[config.mk]
export PLATFORM = sky130hd
export DESIGN_NAME = sertree_8to2
export DESIGN_NICKNAME = d
export VERILOG_FILES = /design/src/rtl/sertree_pkg.sv /design/src/rtl/sertree_phase.sv /design/src/rtl/sertree_stage.sv /design/src/rtl/sertree_8to2.sv
export SDC_FILE = /design/constraint.sdc
export NUM_CORES = 1
export LEC_CHECK = 0
export BUFFER_PORTS_ARGS = -buffer_cell sky130_fd_sc_hd__buf_2
export CORE_UTILIZATION = 47
export CTS_BUF_LIST = sky130_fd_sc_hd__clkbuf_4 sky130_fd_sc_hd__clkbuf_8 sky130_fd_sc_hd__clkbuf_16
export DETAILED_ROUTE_END_ITERATION = 10
export GPL_TIMING_DRIVEN = 0
export PLACE_DENSITY = 0.7
export SYNTH_ARGS = -nofsm -noshare
export SYNTH_HDL_FRONTEND = slang
export SYNTH_SLANG_ARGS = --single-unit
[constraint.sdc]
create_clock -name clk -period 1.2 [get_ports clk]
set_input_delay 0.18 -clock clk [delete_from_list [all_inputs] [get_ports clk]]
set_output_delay 0.18 -clock clk [all_outputs]
set_load 0.1 [all_outputs]
[src/rtl/sertree_pkg.sv]
package sertree_pkg;

  // Offset of the input bus of stage k inside the packed tree bus.
  // The stage widths are iw, iw/2, iw/4 ..., so the offset is 2*iw - 2*(iw>>k).
  function automatic int bus_off(input int iw, input int k);
    return 2 * iw - 2 * (iw >> k);
  endfunction

endpackage

[src/rtl/sertree_phase.sv]
module sertree_phase #(
  parameter int PW = 2
) (
  input  logic          clk,
  input  logic          rst,
  output logic [PW-1:0] ph,
  output logic          last
);

  logic [PW-1:0] ph_q;

  always_ff @(posedge clk) begin
    if (rst) ph_q <= '0;
    else     ph_q <= ph_q + 1'b1;
  end

  assign ph   = ph_q;
  assign last = &ph_q;

endmodule

[src/rtl/sertree_stage.sv]
module sertree_stage #(
  parameter int W   = 8,
  parameter int PL  = 2,
  parameter int OFF = 0
) (
  input  logic           clk,
  input  logic           rst,
  input  logic [PL-1:0]  ph,
  input  logic [W-1:0]   din,
  output logic [W/2-1:0] dout
);

  localparam int            HW    = W / 2;
  localparam int            PER   = 1 << PL;
  localparam logic [PL-1:0] LD_PH = PL'(OFF % PER);
  localparam logic [PL-1:0] HD_PH = PL'((OFF + PER / 2) % PER);

  logic [HW-1:0] hold_q;
  logic [HW-1:0] out_q;

  // Load phase: send the low half and park the upper half.
  // Half a stage period later: send the parked half.
  always_ff @(posedge clk) begin
    if (rst) begin
      out_q  <= '0;
      hold_q <= '0;
    end else if (ph == LD_PH) begin
      out_q  <= din[HW-1:0];
      hold_q <= din[W-1:HW];
    end else if (ph == HD_PH) begin
      out_q  <= hold_q;
    end
  end

  assign dout = out_q;

endmodule

[src/rtl/sertree_8to2.sv]
module sertree_8to2 #(
  parameter int IN_W  = 8,
  parameter int OUT_W = 2
) (
  input  logic             clk,
  input  logic             rst,
  input  logic             word_stb,
  input  logic [IN_W-1:0]  word_in,
  output logic             word_ready,
  output logic [OUT_W-1:0] pair_out
);

  import sertree_pkg::*;

  localparam int NST   = $clog2(IN_W / OUT_W);
  localparam int BUS_W = 2 * IN_W - OUT_W;

  logic [NST-1:0]  ph;
  logic            cap_ph;
  logic [IN_W-1:0] cap_q;
  wire  [BUS_W-1:0] tree;

  sertree_phase #(.PW(NST)) u_phase (
    .clk  (clk),
    .rst  (rst),
    .ph   (ph),
    .last (cap_ph)
  );

  // Word capture: one slot per slow period; an empty slot sends zeros.
  always_ff @(posedge clk) begin
    if (rst)         cap_q <= '0;
    else if (cap_ph) cap_q <= word_stb ? word_in : '0;
  end

  assign tree[IN_W-1:0] = cap_q;

  for (genvar k = 0; k < NST; k++) begin : g_stage
    localparam int W_K   = IN_W >> k;
    localparam int IN_O  = bus_off(IN_W, k);
    localparam int OUT_O = bus_off(IN_W, k + 1);

    sertree_stage #(.W(W_K), .PL(NST - k), .OFF(k)) u_stg (
      .clk  (clk),
      .rst  (rst),
      .ph   (ph[NST-k-1:0]),
      .din  (tree[IN_O +: W_K]),
      .dout (tree[OUT_O +: W_K/2])
    );
  end

  assign pair_out   = tree[BUS_W-OUT_W +: OUT_W];
  assign word_ready = cap_ph;

endmodule

==> impl_results.md, run 1 <==
* Flop pwr share at 0.557
* Met2 Use GR at 0.299
* Layout overhead on the synthesized area at 22.6%
* Crit path time final at 1200 ps
* Critical Path RT at 1020 ps
* MaxCap Viol Count at 0
* Worst EP arrival at 1020 ps
* Worst flop-to-flop path endpoint: g_stage[0].u_stg.dout[3]
* Combinational power share at 0.154
* Clk_skew at 3.59 ps
* Reg clk slew, reported paths at 120 ps
* Final WS setup at -2.79 ps
* Violated checks: setup timing
* Hold Violations, Final at 0
* Power Density at 1300 nW/µm²
* DRT Pass-1 Iters at 3
* GR Util All Layers at 0.189
* CTS max path bufs at 2
* Row Count at 15
* ANT cells at 0
* GPL Wtd Cong at 0.702
* End-of-flow core utilization at 0.619
* Top cells by area, synth: dfxtp_1 (50%), mux2i_1 (9.1%), nand2b_1 (7.1%), a21oi_1 (6.8%), ha_1 (5.7%)
* Wirelength per Cell at 11.6 µm
* CTS Hold Bufs at 0
* Core area at 1750 µm²
* Peak supply drop at 764 µV
* Largest net degree at the start of global routing at 13
* Final ANT Viol Nets at 0
* # fillers at 164
* Synth cell count leaders: dfxtp_1 (22), a21oi_1 (12), nand2b_1 (10)
* R2R Setup Slk at 40 ps
* GRT overflow at 0
* Top-count cell post-synth: dfxtp_1
* Worst Setup SP: u_phase.ph[1]
* Post-Route WL at 1550 µm
* Vias in the first global route at 579
* Clk sinks at 22
* Htree depth at 1
* Total CTS buffers at 3
* Clock share of power at 0.289
* Crit-path max FO at 3
* Place WS at -83.4 ps
* GRT met1 Usage at 0.254
* Hpwl dp at 1090 µm
* Clk_lat worst skew at 300 ps
* Worst reg2reg path startpoint: u_phase.ph[0]
* Most used DFF post-synth: dfxtp_1
* Crit end category: primary output
* Mapped Area at 881 µm²
* Post-synthesis sequential area ratio at 0.500
* Grt peak-use layer: met2
* Area leader, netlist: dfxtp_1
* Pins over their slew limit at 0
* IO Port Bufs at 12
* Die Y at 45.3 µm
* DIE AREA at 2050 µm²
* TNS Setup at -2.79 ps
* Slew HR at 0.817
* HP Class: in2reg
* Hold depth at 2
* Root Driver: clkbuf_4
* Final worst-path cycle share at 1.00
* Int Pwr at 1040 µW
* Met3 usage at 0.0480
* Worst-margin pin slew at 277 ps
* Syn Nets at 106
* Initial DRC count at 5
* EDFF count, synth at 0
* Sw Pwr at 359 µW
* Setup crit end: word_ready
* Dpl cells at 128
* Die W at 45.3 µm
* Initial antenna violation count at 0
* Final #Nets at 125
* FF+latch count, synth at 22
* Yosys top cell area share at 0.500
* Top Ports at 14
* CTS tree: yes
* Hold_ws at 56.3 ps
* Finished Layout Cells at 134
* Avg Inst Size Synth at 9.68 µm²
* Share of cells above drive strength 1 at 0.275
* Starting density of the core at 0.505
* Net Sw Frac at 0.256
* Synth Instances at 91
* Vias/cell at 4.79
* Leak at 0.000424 µW
* Yosys Warn Count at 0
* R2R cell count at 5
* First-pass GRT wire length at 2710 µm
* Crit start category: flip-flop
* Remaining routing DRC violations at 0
* Outcome: finished with violations
* Distinct cells, synth at 15
* Maximum clock rate at 831 MHz
* RSZ-0062 raised after global routing: true
* Final setup viols at 1
* Async S/R FF share, synth at 0
* CP Class: reg2out
* Vias after detailed routing at 642
[logic make-up after synthesis]
kind of cell,Yosys count,share of synthesized area
buffers and inverters,9,0.0596
AO/OA/AOI/OAI,16,0.102
multiplexers,8,0.0909
adder cells (fa/ha/maj),4,0.0568
AND/OR/NAND/NOR,32,0.190
flip-flops,22,0.500
[area by class of cell]
class / instances / area (µm²) / area share
flip-flops and latches: 22 / 448 / 0.415
multi-input cells: 60 / 410 / 0.380
repair buffers: 14 / 95.1 / 0.0881
plain buffers: 6 / 47.5 / 0.0440
clock buffers: 4 / 36.3 / 0.0336
well taps: 25 / 31.3 / 0.0290
inverters: 3 / 11.3 / 0.0104
[per-layer routing]
metal	part of all wire	vias to the layer above
li1	-	341
met1	0.50	286
met2	0.46	13
met3	0.034	2
met4	0.011	0
met5	0	-
[metrics by stage]
step / area [µm²] / total power, µW
floorplan: 898 / 944
global placement: 990 / 982
detailed placement: 990 / 988
CTS: 1070 / 1400
global route: 1080 / 1480
finish: 1080 / 1400
[flip-flops by register name, summed over array words and instances (netlist names)]
signal,cells
g_stage.u_stg.dout,6
g_stage.u_stg.hold_q,6
cap_q,8
u_phase.ph,2
[layout by cell type, fill, tap and decap left out, types with 2 or more instances in the layout]
cell / count
mux2i_1: 8
a211oi_1: 2
nand2_1: 4
ha_1: 3
buf_2: 11
nand3_1: 8
nor2b_1: 5
a21oi_1: 12
inv_1: 2
a211oi_2: 2
nand2b_1: 10
nor2_1: 5
dfxtp_4: 2
buf_4: 5
clkbuf_4: 4
dfxtp_1: 20
buf_6: 2
[critical path, cell delays in order, from the launching register on]
cell and delay [ps]:
dfxtp_4 390, ha_4 160, buf_12 170
[power groups by stage]
| stage | Combinational [µW] | Sequential (µW) | Clock [µW] |
|---|---|---|---|
| global route | 238 | 786 | 454 |
| global placement | 183 | 799 | 0 |
| floorplan | 132 | 812 | 0 |
| CTS | 206 | 781 | 411 |
| finish | 216 | 781 | 405 |
| detailed placement | 188 | 800 | 0 |
[how the worst min path moves through the flow]
| stage | start | end | slack, ps |
|---|---|---|---|
| global placement | rst | u_phase.ph[1] | 390 |
| global route | rst | u_phase.ph[1] | 40 |
| floorplan | rst | u_phase.ph[1] | 250 |
| finish | rst | u_phase.ph[1] | 60 |
| CTS | rst | u_phase.ph[1] | 50 |
| detailed placement | rst | u_phase.ph[1] | 390 |
[repair_timing]
item	CTS	global route
resized for setup	9	5
pin swaps	1	4
cloned	0	0
buffers inserted	2	0
endpoints found under the setup margin	11	11
Power figures use the tool's default switching activity.
==> inputs of run 2 (changes only) <==
CORE_MARGIN = 4   (was unset)
PLACE_DENSITY = 0.71   (was 0.7)
==> impl_results.md, run 2 (synthesis gave the netlist of run 1 again) <==
* Outcome: finished with violations (unchanged)
* Violated checks: setup timing (unchanged)
* Final worst-path cycle share at 1.01 (was 1.00)
* Worst-margin pin slew at 278 ps (was 277 ps)
* Starting density of the core at 0.505 (unchanged)
* CTS max path bufs at 2 (unchanged)
* Most flops, register: cap_q (unchanged)
* Vias in the first global route at 634 (was 579)
* Post-Route WL at 1650 µm (was 1550 µm)
* DRT Pass-1 Iters at 5 (was 3)
* Top Ports at 14 (unchanged)
* Hold_ws at 65.4 ps (was 56.3 ps)
* Crit path time final at 1210 ps (was 1200 ps)
* Remaining routing DRC violations at 0 (unchanged)
* HP Class: in2reg (unchanged)
* Slew HR at 0.816 (was 0.817)
* Leak at 0.000417 µW (was 0.000424 µW)
* Worst EP arrival at 1030 ps (was 1020 ps)
* Commonest non-fill, non-tap cell in the layout: dfxtp_1 (unchanged)
* Vias after detailed routing at 642 (unchanged)
* Clk_lat worst skew at 300 ps (about the same)
* DIE AREA at 2630 µm² (was 2050 µm²)
* Largest net degree at the start of global routing at 12 (was 13)
* Htree depth at 1 (unchanged)
* CP Class: reg2out (unchanged)
* MaxCap Viol Count at 0 (unchanged)
* CTS Hold Bufs at 0 (unchanged)
* IO Port Bufs at 12 (unchanged)
* Combinational power share at 0.163 (was 0.154)
* Share of cells above drive strength 1 at 0.269 (was 0.275)
* Peak supply drop at 762 µV (was 764 µV)
* Sw Pwr at 347 µW (was 359 µW)
* Pins over their slew limit at 0 (unchanged)
* Clock share of power at 0.248 (was 0.289)
* # fillers at 164 (unchanged)
* Hold Violations, Final at 0 (unchanged)
* Final setup viols at 1 (unchanged)
* Flip-flop count of the largest register after layout at 8 (unchanged)
* Net Sw Frac at 0.262 (was 0.256)
* Reg clk slew, reported paths at 110 ps (was 120 ps)
* Area of the multi-input gates at 415 µm² (was 410 µm²)
* RSZ-0062 raised after global routing: true (unchanged)
* GRT overflow at 0 (unchanged)
* Clk_skew at 0.641 ps (was 3.59 ps)
* Register Area at 448 µm² (unchanged)
* Wirelength per Cell at 12.4 µm (was 11.6 µm)
* GR Util All Layers at 0.145 (was 0.189)
* Initial antenna violation count at 0 (unchanged)
* Int Pwr at 976 µW (was 1040 µW)
* Row Count at 15 (unchanged)
* Crit start category: flip-flop (unchanged)
* Final ANT Viol Nets at 0 (unchanged)
* Crit end category: primary output (unchanged)
* Most frequent cells in the layout: dfxtp_1 (20), buf_2 (11), a21oi_1 (10) (was dfxtp_1 (20), a21oi_1 (12), buf_2 (11))
* Core area at 1750 µm² (unchanged)
* Initial DRC count at 5 (unchanged)
* R2R Setup Slk at 20 ps (was 40 ps)
* Hpwl dp at 1090 µm (about the same)
* Crit-path max FO at 4 (was 3)
* Critical Path RT at 1020 ps (about the same)
* CTS tree: yes (unchanged)
* Layout overhead on the synthesized area at 21.6% (was 22.6%)
* Total Power at 1320 µW (was 1400 µW)
* GPL Wtd Cong at 0.709 (was 0.702)
* Power Density at 1240 nW/µm² (was 1300 nW/µm²)
* Clk sinks at 22 (unchanged)
* Die W at 51.3 µm (was 45.3 µm)
* Vias/cell at 4.83 (was 4.79)
* Final #Nets at 125 (unchanged)
* Total CTS buffers at 3 (unchanged)
* Final WS setup at -9.19 ps (was -2.79 ps)
* TNS Setup at -9.19 ps (was -2.79 ps)
* ANT cells at 0 (unchanged)
* First-pass GRT wire length at 2790 µm (was 2710 µm)
* Die Y at 51.3 µm (was 45.3 µm)
* Flop pwr share at 0.590 (was 0.557)
* Maximum clock rate at 827 MHz (was 831 MHz)
* Root Driver: clkbuf_4 (unchanged)
[run 2: area by class of cell]
cell class,instances,area share
sequential,22,0.418
multi-input combinational,60,0.388
timing repair buffer,14,0.0888
buffer,6,0.0444
tap,25,0.0292
clock buffer,3,0.0210
inverter,3,0.0105
[run 2: metal layers]
layer / wire length, µm / GRT usage
met1: 753 / 0.172
met2: 767 / 0.245
met3: 90 / 0.0350
met4: 36 / 0.0655
met5: 0 / 0
[run 2: critical path: stages (launching register included)]
cell and delay [ps]:
dfxtp_4 380, ha_4 170, buf_12 170
[run 2: per-stage QoR]
step | area [µm²] | instances | worst slack [ps] | util
2_1_floorplan | 898 | 91 | 13.8 | -
3_3_place_gp | 990 | 128 | -41.6 | 0.567
3_5_place_dp | 990 | 128 | -72.7 | 0.567
4_1_cts | 1050 | 133 | -18.0 | 0.602
5_1_grt | 1070 | 133 | -44.1 | 0.614
6_report | 1070 | 133 | -9.19 | 0.614
[run 2: path summary, 6_finish.rpt]
| path | cells past startpoint | start | endpoint |
|---|---|---|---|
| worst max-delay path | 2 | u_phase.ph[1] | word_ready |
| worst min-delay path | 2 | rst | u_phase.ph[1] |
| worst max register to register | 5 | u_phase.ph[0] | g_stage[0].u_stg.hold_q[0] |
| worst min register to register | 2 | g_stage[0].u_stg.dout[0] | g_stage[1].u_stg.dout[0] |
[run 2: power groups by stage]
stage	logic, µW	registers (µW)	clock network (µW)
4_1_cts	205	780	333
5_1_grt	235	784	364
6_report	215	780	328
3_5_place_dp	187	800	0
2_1_floorplan	132	812	0
3_3_place_gp	184	799	0
[run 2: what timing repair did]
action                     CTS  global route
resized for setup            8             6
pin swaps                    1             4
setup endpoints to repair   11            12
buffers inserted             2             0
==> inputs of run 3 (changes only) <==
CORE_UTILIZATION = 53   (was 47)
PLACE_DENSITY = 0.75   (was 0.71)
clock period = 1.3 ns   (was 1.2 ns; I/O delays follow)
==> impl_results.md, run 3 (synthesis gave the netlist of run 1 again) <==
* Most flops, register: cap_q (unchanged)
* Core area at 1540 µm² (was 1750 µm²)
* Reg clk slew, reported paths at 120 ps (was 110 ps)
* Crit path time final at 1230 ps
* Root Driver: clkbuf_4 (unchanged)
* Clk_skew at 1.61 ps (was 0.641 ps)
* Outcome: complete, no violations (was finished with violations)
* Worst flop-to-flop path endpoint: g_stage[0].u_stg.dout[1] (was g_stage[0].u_stg.hold_q[0])
* Critical Path RT at 1110 ps (was 1020 ps)
* Crit-path max FO at 5 (was 4)
* End-of-flow core utilization at 0.678 (was 0.614)
* Starting density of the core at 0.571 (was 0.505)
* Clk_lat worst skew at 300 ps (about the same)
* RSZ-0062 raised after global routing: false (was true)
* Flip-flop count of the largest register after layout at 8 (unchanged)
* Maximum clock rate at 811 MHz
* Crit end category: primary output (unchanged)
* Die Y at 48.8 µm (was 51.3 µm)
* Die W at 48.8 µm (was 51.3 µm)
* CTS tree: yes (unchanged)
* Crit start category: flip-flop (unchanged)
* Routed wire length on met2 at 694 µm (was 767 µm)
* Setup crit end: word_ready (unchanged)
* Htree depth at 1 (unchanged)
* Peak supply drop at 688 µV (was 762 µV)
* TNS Setup at 0 ps (was -9.19 ps)
* Top Ports at 14 (unchanged)
* Initial antenna violation count at 0 (unchanged)
* MaxCap Viol Count at 0 (unchanged)
* Final setup viols at 0 (was 1)
* GPL Wtd Cong at 0.719 (was 0.709)
* Hold Violations, Final at 0 (unchanged)
* Worst-margin pin slew at 484 ps (was 278 ps)
* Met1 WL at 746 µm (was 753 µm)
* CTS Hold Bufs at 0 (unchanged)
* Row Count at 14 (was 15)
* DRT Pass-1 Iters at 4 (was 5)
* Most frequent cells in the layout: dfxtp_1 (20), buf_2 (13), a21oi_1 (12) (was dfxtp_1 (20), buf_2 (11), a21oi_1 (10))
* Remaining routing DRC violations at 0 (unchanged)
* Total CTS buffers at 3 (unchanged)
* Wirelength per Cell at 12.4 µm (about the same)
* Final #Nets at 125 (unchanged)
* Hold depth at 2 (unchanged)
* Hpwl dp at 1130 µm (was 1090 µm)
* # fillers at 123 (was 164)
* IO Port Bufs at 12 (unchanged)
* Largest net degree at the start of global routing at 13 (was 12)
* Vias/cell at 5.19 (was 4.83)
* Total Power at 1280 µW (was 1320 µW)
* Slew HR at 0.679 (was 0.816)
* Worst reg2reg path startpoint: u_phase.ph[0] (unchanged)
* Worst Setup SP: u_phase.ph[0] (was u_phase.ph[1])
* Max incr delay on CP at 390 ps (was 380 ps)
* Initial DRC count at 23 (was 5)
* Clk sinks at 22 (unchanged)
* Vias in the first global route at 599 (was 634)
* ANT cells at 0 (unchanged)
* Commonest non-fill, non-tap cell in the layout: dfxtp_1 (unchanged)
* Final ANT Viol Nets at 0 (unchanged)
* First-pass GRT wire length at 2540 µm (was 2790 µm)
* HP Class: in2reg (unchanged)
* Vias after detailed routing at 649 (was 642)
* Highest routed layer: met4 (unchanged)
* Worst path slowest cell: dfxtp_4 (unchanged)
* CP Class: reg2out (unchanged)
* Pins over their slew limit at 0 (unchanged)
* CP cell instances: ha_4, buf_12 (unchanged)
* Post-Route WL at 1550 µm (was 1650 µm)
* Power Density at 1220 nW/µm² (was 1240 nW/µm²)
* Worst EP arrival at 1040 ps (was 1030 ps)
* Share of cells above drive strength 1 at 0.248 (was 0.269)
* GRT overflow at 0 (unchanged)
* R2R cell count at 5 (unchanged)
* Final worst-path cycle share at 0.948
* CTS max path bufs at 2 (unchanged)
* R2R Setup Slk at 80 ps (was 20 ps)
* Layout overhead on the synthesized area at 18.6% (was 21.6%)
* Leak at 0.000421 µW (was 0.000417 µW)
* Met3 WL at 84 µm (was 90 µm)
* GR Util All Layers at 0.134 (was 0.145)
* DIE AREA at 2380 µm² (was 2630 µm²)
==> run 3: timing repair <==
item | in CTS | in global routing
resized for setup | 6 | 0
setup buffers | 1 | 1
setup endpoints to repair | 3 | 1
==> run 3: routing by layer <==
layer  track usage  up-vias
met1         0.175      290
met2         0.209       20
met4        0.0673        0
li1              -      336
met3        0.0276        3
met5             0        -
==> run 3: worst max-delay path: cells and delay by family, from the launching register on <==
family	cells	cell delay [ps]
buf+inv	1	170
fa+ha+maj	1	170
flops	1	390
==> run 3: area by class of cell <==
type | count | area, µm² | area share
Timing Repair Buffer | 14 | 90.1 | 0.0862
Sequential cell | 22 | 445 | 0.426
Multi-Input combinational cell | 60 | 400 | 0.383
Tap cell | 16 | 20.0 | 0.0192
Buffer | 6 | 41.3 | 0.0395
Inverter | 3 | 11.3 | 0.0108
Clock buffer | 4 | 36.3 | 0.0347
==> run 3: worst min path at each step <==
stage          startpoint            end  slack, ps
6_report              rst  u_phase.ph[1]         70
4_1_cts               rst  u_phase.ph[1]         60
3_5_place_dp          rst  u_phase.ph[1]        400
2_1_floorplan         rst  u_phase.ph[1]        270
3_3_place_gp          rst  u_phase.ph[1]        400
5_1_grt               rst  u_phase.ph[1]         60
==> run 3: where the power goes <==
part	switching [µW]	total [µW]	internal, µW	leakage [µW]
Clock	197	368	171	0.0000210
Combinational	104	187	83.5	0.000221
Sequential	18.1	720	702	0.000180
==> run 3: stage by stage <==
stage	cell area, µm²	std cells	worst slack [ps]	hold slack, ps
floorplan	895	91	76.0	267
global placement	975	119	60.1	404
detailed placement	975	119	-23.7	401
CTS	1040	124	35.2	63.1
global route	1040	125	3.39	58.6
finish	1040	125	67.2	74.0
